**src/rtl/sref_pkg.sv**
```systemverilog
package sref_pkg;
    localparam int DEF_WORD_W  = 19;
    localparam int DEF_RATIO_W = 14;
    localparam int DEF_MAIN_W  = 18;
    localparam int DEF_MIN_RAT = 3;

    typedef enum logic {
        DEST_MAIN = 1'b0,
        DEST_REF  = 1'b1
    } dest_e;
endpackage

```
**src/rtl/sref_shift.sv**
```systemverilog
module sref_shift #(
    parameter int WORD_W = sref_pkg::DEF_WORD_W
) (
    input  logic              clk,
    input  logic              rst,
    input  logic              shift_stb,
    input  logic              sdata,
    output logic [WORD_W-1:0] word
);
    typedef struct packed {
        logic [WORD_W-1:0] sr;
    } state_t;

    state_t st_d, st_q;

    always_comb begin
        st_d = st_q;
        if (shift_stb) begin
            st_d.sr = {st_q.sr[WORD_W-2:0], sdata};
        end
    end

    always_ff @(posedge clk) begin
        if (rst) begin
            st_q <= '0;
        end else begin
            st_q <= st_d;
        end
    end

    assign word = st_q.sr;
endmodule

```
**src/rtl/sref_route.sv**
```systemverilog
module sref_route
    import sref_pkg::*;
#(
    parameter int WORD_W  = DEF_WORD_W,
    parameter int RATIO_W = DEF_RATIO_W,
    parameter int MAIN_W  = DEF_MAIN_W
) (
    input  logic               clk,
    input  logic               rst,
    input  logic               latch_en,
    input  logic [WORD_W-1:0]  word,
    output logic               load,
    output logic [RATIO_W-1:0] ratio,
    output logic               presc,
    output logic [MAIN_W-1:0]  main
);
    localparam int PS_BIT = RATIO_W + 1;

    typedef struct packed {
        logic               le;
        logic [RATIO_W-1:0] ratio;
        logic               presc;
        logic [MAIN_W-1:0]  main;
    } state_t;

    state_t st_d, st_q;
    dest_e  dest;

    assign dest = dest_e'(word[0]);
    assign load = latch_en && !st_q.le;

    always_comb begin
        st_d    = st_q;
        st_d.le = latch_en;
        if (load) begin
            case (dest)
                DEST_REF: begin
                    st_d.ratio = word[RATIO_W:1];
                    st_d.presc = word[PS_BIT];
                end
                default: begin
                    st_d.main = word[MAIN_W:1];
                end
            endcase
        end
    end

    always_ff @(posedge clk) begin
        if (rst) begin
            st_q <= '0;
        end else begin
            st_q <= st_d;
        end
    end

    assign ratio = st_q.ratio;
    assign presc = st_q.presc;
    assign main  = st_q.main;
endmodule

```
**src/rtl/sref_refcnt.sv**
```systemverilog
module sref_refcnt #(
    parameter int RATIO_W = sref_pkg::DEF_RATIO_W,
    parameter int MIN_RAT = sref_pkg::DEF_MIN_RAT
) (
    input  logic               clk,
    input  logic               rst,
    input  logic [RATIO_W-1:0] ratio,
    output logic               pulse
);
    localparam logic [RATIO_W-1:0] MIN_V   = RATIO_W'(MIN_RAT);
    localparam logic [RATIO_W-1:0] START_V = RATIO_W'(MIN_RAT - 1);

    typedef struct packed {
        logic [RATIO_W-1:0] cnt;
        logic               pulse;
    } state_t;

    state_t             st_d, st_q;
    logic [RATIO_W-1:0] eff;

    assign eff = (ratio < MIN_V) ? MIN_V : ratio;

    always_comb begin
        st_d = st_q;
        if (st_q.cnt == '0) begin
            st_d.cnt   = eff - 1'b1;
            st_d.pulse = 1'b1;
        end else begin
            st_d.cnt   = st_q.cnt - 1'b1;
            st_d.pulse = 1'b0;
        end
    end

    always_ff @(posedge clk) begin
        if (rst) begin
            st_q.cnt   <= START_V;
            st_q.pulse <= 1'b0;
        end else begin
            st_q <= st_d;
        end
    end

    assign pulse = st_q.pulse;
endmodule

```
**src/rtl/synth_ref_divider.sv**
```systemverilog
module synth_ref_divider #(
    parameter int WORD_W  = sref_pkg::DEF_WORD_W,
    parameter int RATIO_W = sref_pkg::DEF_RATIO_W,
    parameter int MAIN_W  = sref_pkg::DEF_MAIN_W,
    parameter int MIN_RAT = sref_pkg::DEF_MIN_RAT
) (
    input  logic               clk,
    input  logic               rst,
    input  logic               sdata,
    input  logic               shift_stb,
    input  logic               latch_en,
    output logic [RATIO_W-1:0] ref_ratio,
    output logic               presc_sel,
    output logic [MAIN_W-1:0]  main_word,
    output logic               ref_pulse
);
    logic [WORD_W-1:0] shift_word;
    logic              load_pulse;

    sref_shift #(.WORD_W(WORD_W)) u_shift (
        .clk       (clk),
        .rst       (rst),
        .shift_stb (shift_stb),
        .sdata     (sdata),
        .word      (shift_word)
    );

    sref_route #(.WORD_W(WORD_W), .RATIO_W(RATIO_W), .MAIN_W(MAIN_W)) u_route (
        .clk      (clk),
        .rst      (rst),
        .latch_en (latch_en),
        .word     (shift_word),
        .load     (load_pulse),
        .ratio    (ref_ratio),
        .presc    (presc_sel),
        .main     (main_word)
    );

    sref_refcnt #(.RATIO_W(RATIO_W), .MIN_RAT(MIN_RAT)) u_cnt (
        .clk   (clk),
        .rst   (rst),
        .ratio (ref_ratio),
        .pulse (ref_pulse)
    );
endmodule

```
**config.mk**
```make
export PLATFORM = sky130hd
export DESIGN_NAME = synth_ref_divider
export DESIGN_NICKNAME = d
export VERILOG_FILES = /design/src/rtl/sref_pkg.sv /design/src/rtl/sref_shift.sv /design/src/rtl/sref_route.sv /design/src/rtl/sref_refcnt.sv /design/src/rtl/synth_ref_divider.sv
export SDC_FILE = /design/constraint.sdc
export NUM_CORES = 1
export LEC_CHECK = 0
export BUFFER_PORTS_ARGS = -buffer_cell sky130_fd_sc_hd__buf_2
export CAP_MARGIN = 25
export CORE_ASPECT_RATIO = 1.1
export CORE_UTILIZATION = 54
export CTS_BUF_LIST = sky130_fd_sc_hd__clkbuf_8
export CTS_CLUSTER_DIAMETER = 120
export DETAILED_ROUTE_END_ITERATION = 12
export GPL_ROUTABILITY_DRIVEN = 0
export PLACE_DENSITY = 0.78
export SYNTH_ARGS = -nofsm -noshare
export SYNTH_HDL_FRONTEND = slang
export SYNTH_HIERARCHICAL = 1
export SYNTH_SLANG_ARGS = --single-unit
```
**constraint.sdc**
```tcl
create_clock -name clk -period 2.92 [get_ports clk]
set_input_delay 0.292 -clock clk [delete_from_list [all_inputs] [get_ports clk]]
set_output_delay 0.292 -clock clk [all_outputs]
set_load 0.02 [all_outputs]
```
======== Word level (Yosys, flattened, before mapping) ========
Cells that the tools add are included.
Widths: inputs -> output; s select.
cells by class
  $add $sub $neg .......................... 2
  $lt $le $gt $ge ......................... 1
  mux-type cells .......................... 2
  bitwise operators ....................... 1
  reduce and logical (&&, ||, !) cells .... 5
operator list
  cell                   count
  $sub 14x1->14 const B  2
  $mux 15                1
  $logic_not 14->1       1
  $lt 14x2->1 const B    1
  $mux 14                1
  $reduce_and 2->1       2
  $logic_and 1x1->1      1
  $logic_not 1->1        1
  $not 1->1              1
word-level totals
  bits in registers ....................... 68
  bits of input ports ..................... 5
  output and inout bits ................... 34
  logic and storage cells ................. 18

======== Longest topological paths before layout ========
  word-level depth ........................ 4
  mapped depth ............................ 11
  mapped depth without buffers ............ 9

======== Cells and area by module ========
The synthesis kept the hierarchy.
by module, submodules not included
  module       instances  cells an instance  area an instance (µm²)  seq. area each (µm²)
  sref_route   1          165                1667.8                  680.7
  sref_refcnt  1          113                972.2                   300.3
  sref_shift   1          61                 683.2                   380.4

======== Least setup slack after synthesis ========
No wires, ideal clock.
  path type ............................... reg2reg
  start ................................... register u_cnt/st_q[3] (netlist name)
  end ..................................... register u_cnt/st_q[7] (netlist name)
  setup time .............................. 0.115 ns
  arrival time ............................ 2.595 ns
  required time ........................... 2.805 ns
  path slack .............................. 0.210 ns
  cell stages (with the launch flop) ...... 12
  buffers on the path ..................... 2
  period minus slack after synthesis ...... 2.710 ns
  path through ............................ dfxtp_1 -> nor4_2 -> and4_1 -> buf_2 -> buf_2 -> nand2_1 -> o22ai_1 -> ha_1 -> nand2_1 -> a2111oi_1 -> nor2_1 -> o21ba_2
between the ends
  longest elaborated chain between the ends .. 2
  elaborated cells on any way between the ends .. 3
  those cells by class .................... add/sub: 1; mux: 1; reduce/logical: 1
RTL lines
  what                                                      RTL line                              RTL
  from (decl)                                               sref_refcnt.sv:18                     state_t st_d, st_q;
  from (signal assigned)                                    sref_refcnt.sv:39                     st_q <= st_d;
  $sub 14x1->14 / $logic_not 14->1 (equally long branches)  sref_refcnt.sv:29, sref_refcnt.sv:25
  $mux 15 (*)                                               sref_refcnt.sv:25                     if (st_q.cnt == '0) begin
Every way passes the cells marked *; elsewhere a longest branch is shown, timed or not.
A chain may end at the register's enable or synchronous reset.

======== Final worst setup path ========
  start ................................... register u_cnt/st_q[11] (netlist name)
  end ..................................... register u_cnt/st_q[11] (netlist name)
Same word-level chain as after synthesis.

==> results.sh <==
export IMPL_fin_crit_sh=0.935
export IMPL_holdWs_ns=0.191
export IMPL_ff2ff_setup_slack_ns=0.19
export IMPL_drv_slew=0
export IMPL_setup_ws_ns=0.190
export IMPL_die_area_mm2=0.00646
export IMPL_drt_pass1_iter_count=4
export IMPL_port_buffer_count=38
export IMPL_max_freq_mhz=366
export IMPL_min_path_cells=3
export IMPL_grt_max_degree=48
export IMPL_rows=29
export IMPL_hold_violations=0
export IMPL_postCtsHoldBufs=0
export IMPL_cts_sinks=68
export IMPL_die_x_um=76.7
export IMPL_reg2reg_from="u_cnt/st_q[11]$_SDFF_PP0_"
export IMPL_cp_required_ns=3.11
export IMPL_clk_insertion_delay_late_ns=0.34
export IMPL_cts_repair_resized=0
export IMPL_p_leak_nw=1.51
export IMPL_syn_nets=344
export IMPL_wl_per_cell_um=15.1
export IMPL_post_route_min_period_ns=2.73
export IMPL_worst_setup_path_end_kind="flip-flop"
export IMPL_critical_path_max_fanout=6
export IMPL_dp_slack_ns=0.0384
export IMPL_placed_area_mm2=0.00326
export IMPL_overflow=0
export IMPL_vias=2355
export IMPL_hpwlAfterDp_um=4300
export IMPL_drtIter0Drc=140
export IMPL_max_slew_margin=0.352
export IMPL_nets=345
export IMPL_drc=0
export IMPL_status="complete, no violations"
export IMPL_yosysWarnings=6
export IMPL_peakVddDrop_v=0.000448
export IMPL_diodes=0
export IMPL_cts_max_path_buffers=2
export IMPL_skew_ns=0.00564
export IMPL_crit_arrival_ns=2.92
export IMPL_reg2reg_to="u_cnt/st_q[11]$_SDFF_PP0_"
export IMPL_cts_buffers_inserted=9
export IMPL_setup_violations=0
export IMPL_worstMarginPinSlew_ns=0.968
export IMPL_ff2ff_path_depth=9
export IMPL_power_mw=2.87
export IMPL_area_growth_pct=5.36
export IMPL_fin_area_mm2=0.00349
export IMPL_pin_count=39
export IMPL_cap_violations=0
export IMPL_min_delay_start="sdata"
export IMPL_crit_path_start_kind="flip-flop"
export IMPL_clk_pin_slew_ns=0.07
export IMPL_grt_usage=0.203
export IMPL_synth_area_mm2=0.00332
export IMPL_grt_pass1_vias=2144
export IMPL_dieHeight_um=84.2
export IMPL_ant_nets=0
export IMPL_post_cts_buffers=0
export IMPL_drt_wl_total_um=6370
export IMPL_cts_tree="yes"
export IMPL_syn_inst=338
export IMPL_fp_coreArea_mm2=0.00584
export IMPL_syn_avg_cell_area_um2=9.81
export IMPL_grt_pass1_wl_um=10200
export IMPL_hold_path_end="u_shift/word[0]$_SDFFE_PP0P_"
export IMPL_crit_type="reg2reg"
export IMPL_cts_root_buf="clkbuf_8"
export IMPL_drive_above_1_share=0.198
export IMPL_power_density_mw_per_mm2=822
export IMPL_hp_class="in2reg"
export IMPL_antenna_found_initial=0
export IMPL_htree_levels=3
export IMPL_initial_core_util=0.568
export IMPL_vias_per_cell=5.59
export IMPL_postLayoutCoreUtil=0.598
layer usage:
layer | wire, um | part of all wire | track usage | up-vias
li1 | - | - | - | 1152
met1 | 2910 | 0.46 | 0.261 | 1125
met2 | 3000 | 0.47 | 0.308 | 66
met3 | 338 | 0.053 | 0.0554 | 12
met4 | 123 | 0.019 | 0.108 | 0
met5 | 0 | 0 | 0 | -
registers in the layout (all words and copies together) (netlist names):
signal,flops
u_route/ratio,14
u_shift/word,19
u_route/st_q,1
u_cnt/pulse,1
u_cnt/st_q,14
u_route/presc,1
u_route/main,18
cells in the final DEF (no fill, tap or decap), types with 2 or more instances in the layout:
master,n
a2111oi_2,3
a211oi_1,4
a21oi_1,15
a311oi_1,2
a31o_1,3
a31o_2,2
a31oi_1,2
a41o_1,2
buf_2,38
buf_4,3
clkbuf_8,11
clkinv_2,2
dfxtp_1,68
inv_1,3
mux2i_1,52
nand2_1,3
nand2b_1,52
nand3_1,3
nand4_1,4
nor2_1,29
nor2b_1,6
nor3_1,2
nor3b_1,2
nor4_1,3
nor4_4,3
o22ai_1,2
xor2_1,2
where the power goes:
part | total [mW] | internal [mW] | switching [mW]
combinational | 0.939 | 0.393 | 0.546
sequential | 1.16 | 1.02 | 0.138
clock | 0.777 | 0.435 | 0.342
cell type report:
class | count | area [um^2]
Inverter | 2 | 7.51
Tap cell | 77 | 96.3
Fill cell | 507 | 2350
Timing Repair Buffer | 41 | 213
Clock buffer | 11 | 151
Sequential cell | 68 | 1360
Clock inverter | 5 | 51.3
Multi-Input combinational cell | 217 | 1610
through the flow:
step / TNS, ns / instances
final: 0 / 421
after global routing: -0.0531 / 421
after CTS: 0 / 421
after detailed placement: 0 / 405
after global placement: 0 / 405
after floorplan: 0 / 338
critical path, cell delays in order, from the launching register on:
cell       delay [ns]
dfxtp_1          0.36
nor4_4           0.42
and4_1           0.27
nand2_1          0.08
o22ai_1          0.23
ha_1             0.29
nand2_1          0.16
a2111oi_2        0.49
nand4_1          0.12
nor3b_1          0.16
worst max path at each step:
stage                              start  slack (ns)  cells after the start                         to
6_report       u_cnt/st_q[11]$_SDFF_PP0_        0.19                      9  u_cnt/st_q[11]$_SDFF_PP0_
5_1_grt        u_cnt/st_q[11]$_SDFF_PP0_       -0.05                      9  u_cnt/st_q[11]$_SDFF_PP0_
4_1_cts         u_cnt/st_q[5]$_SDFF_PP0_        0.02                      9  u_cnt/st_q[11]$_SDFF_PP0_
3_5_place_dp    u_cnt/st_q[5]$_SDFF_PP0_        0.04                      9  u_cnt/st_q[11]$_SDFF_PP0_
3_3_place_gp    u_cnt/st_q[5]$_SDFF_PP0_        0.24                      9  u_cnt/st_q[11]$_SDFF_PP0_
2_1_floorplan   u_cnt/st_q[3]$_SDFF_PP0_        0.21                     11   u_cnt/st_q[7]$_SDFF_PP0_
(Power assumes the default switching activity.)
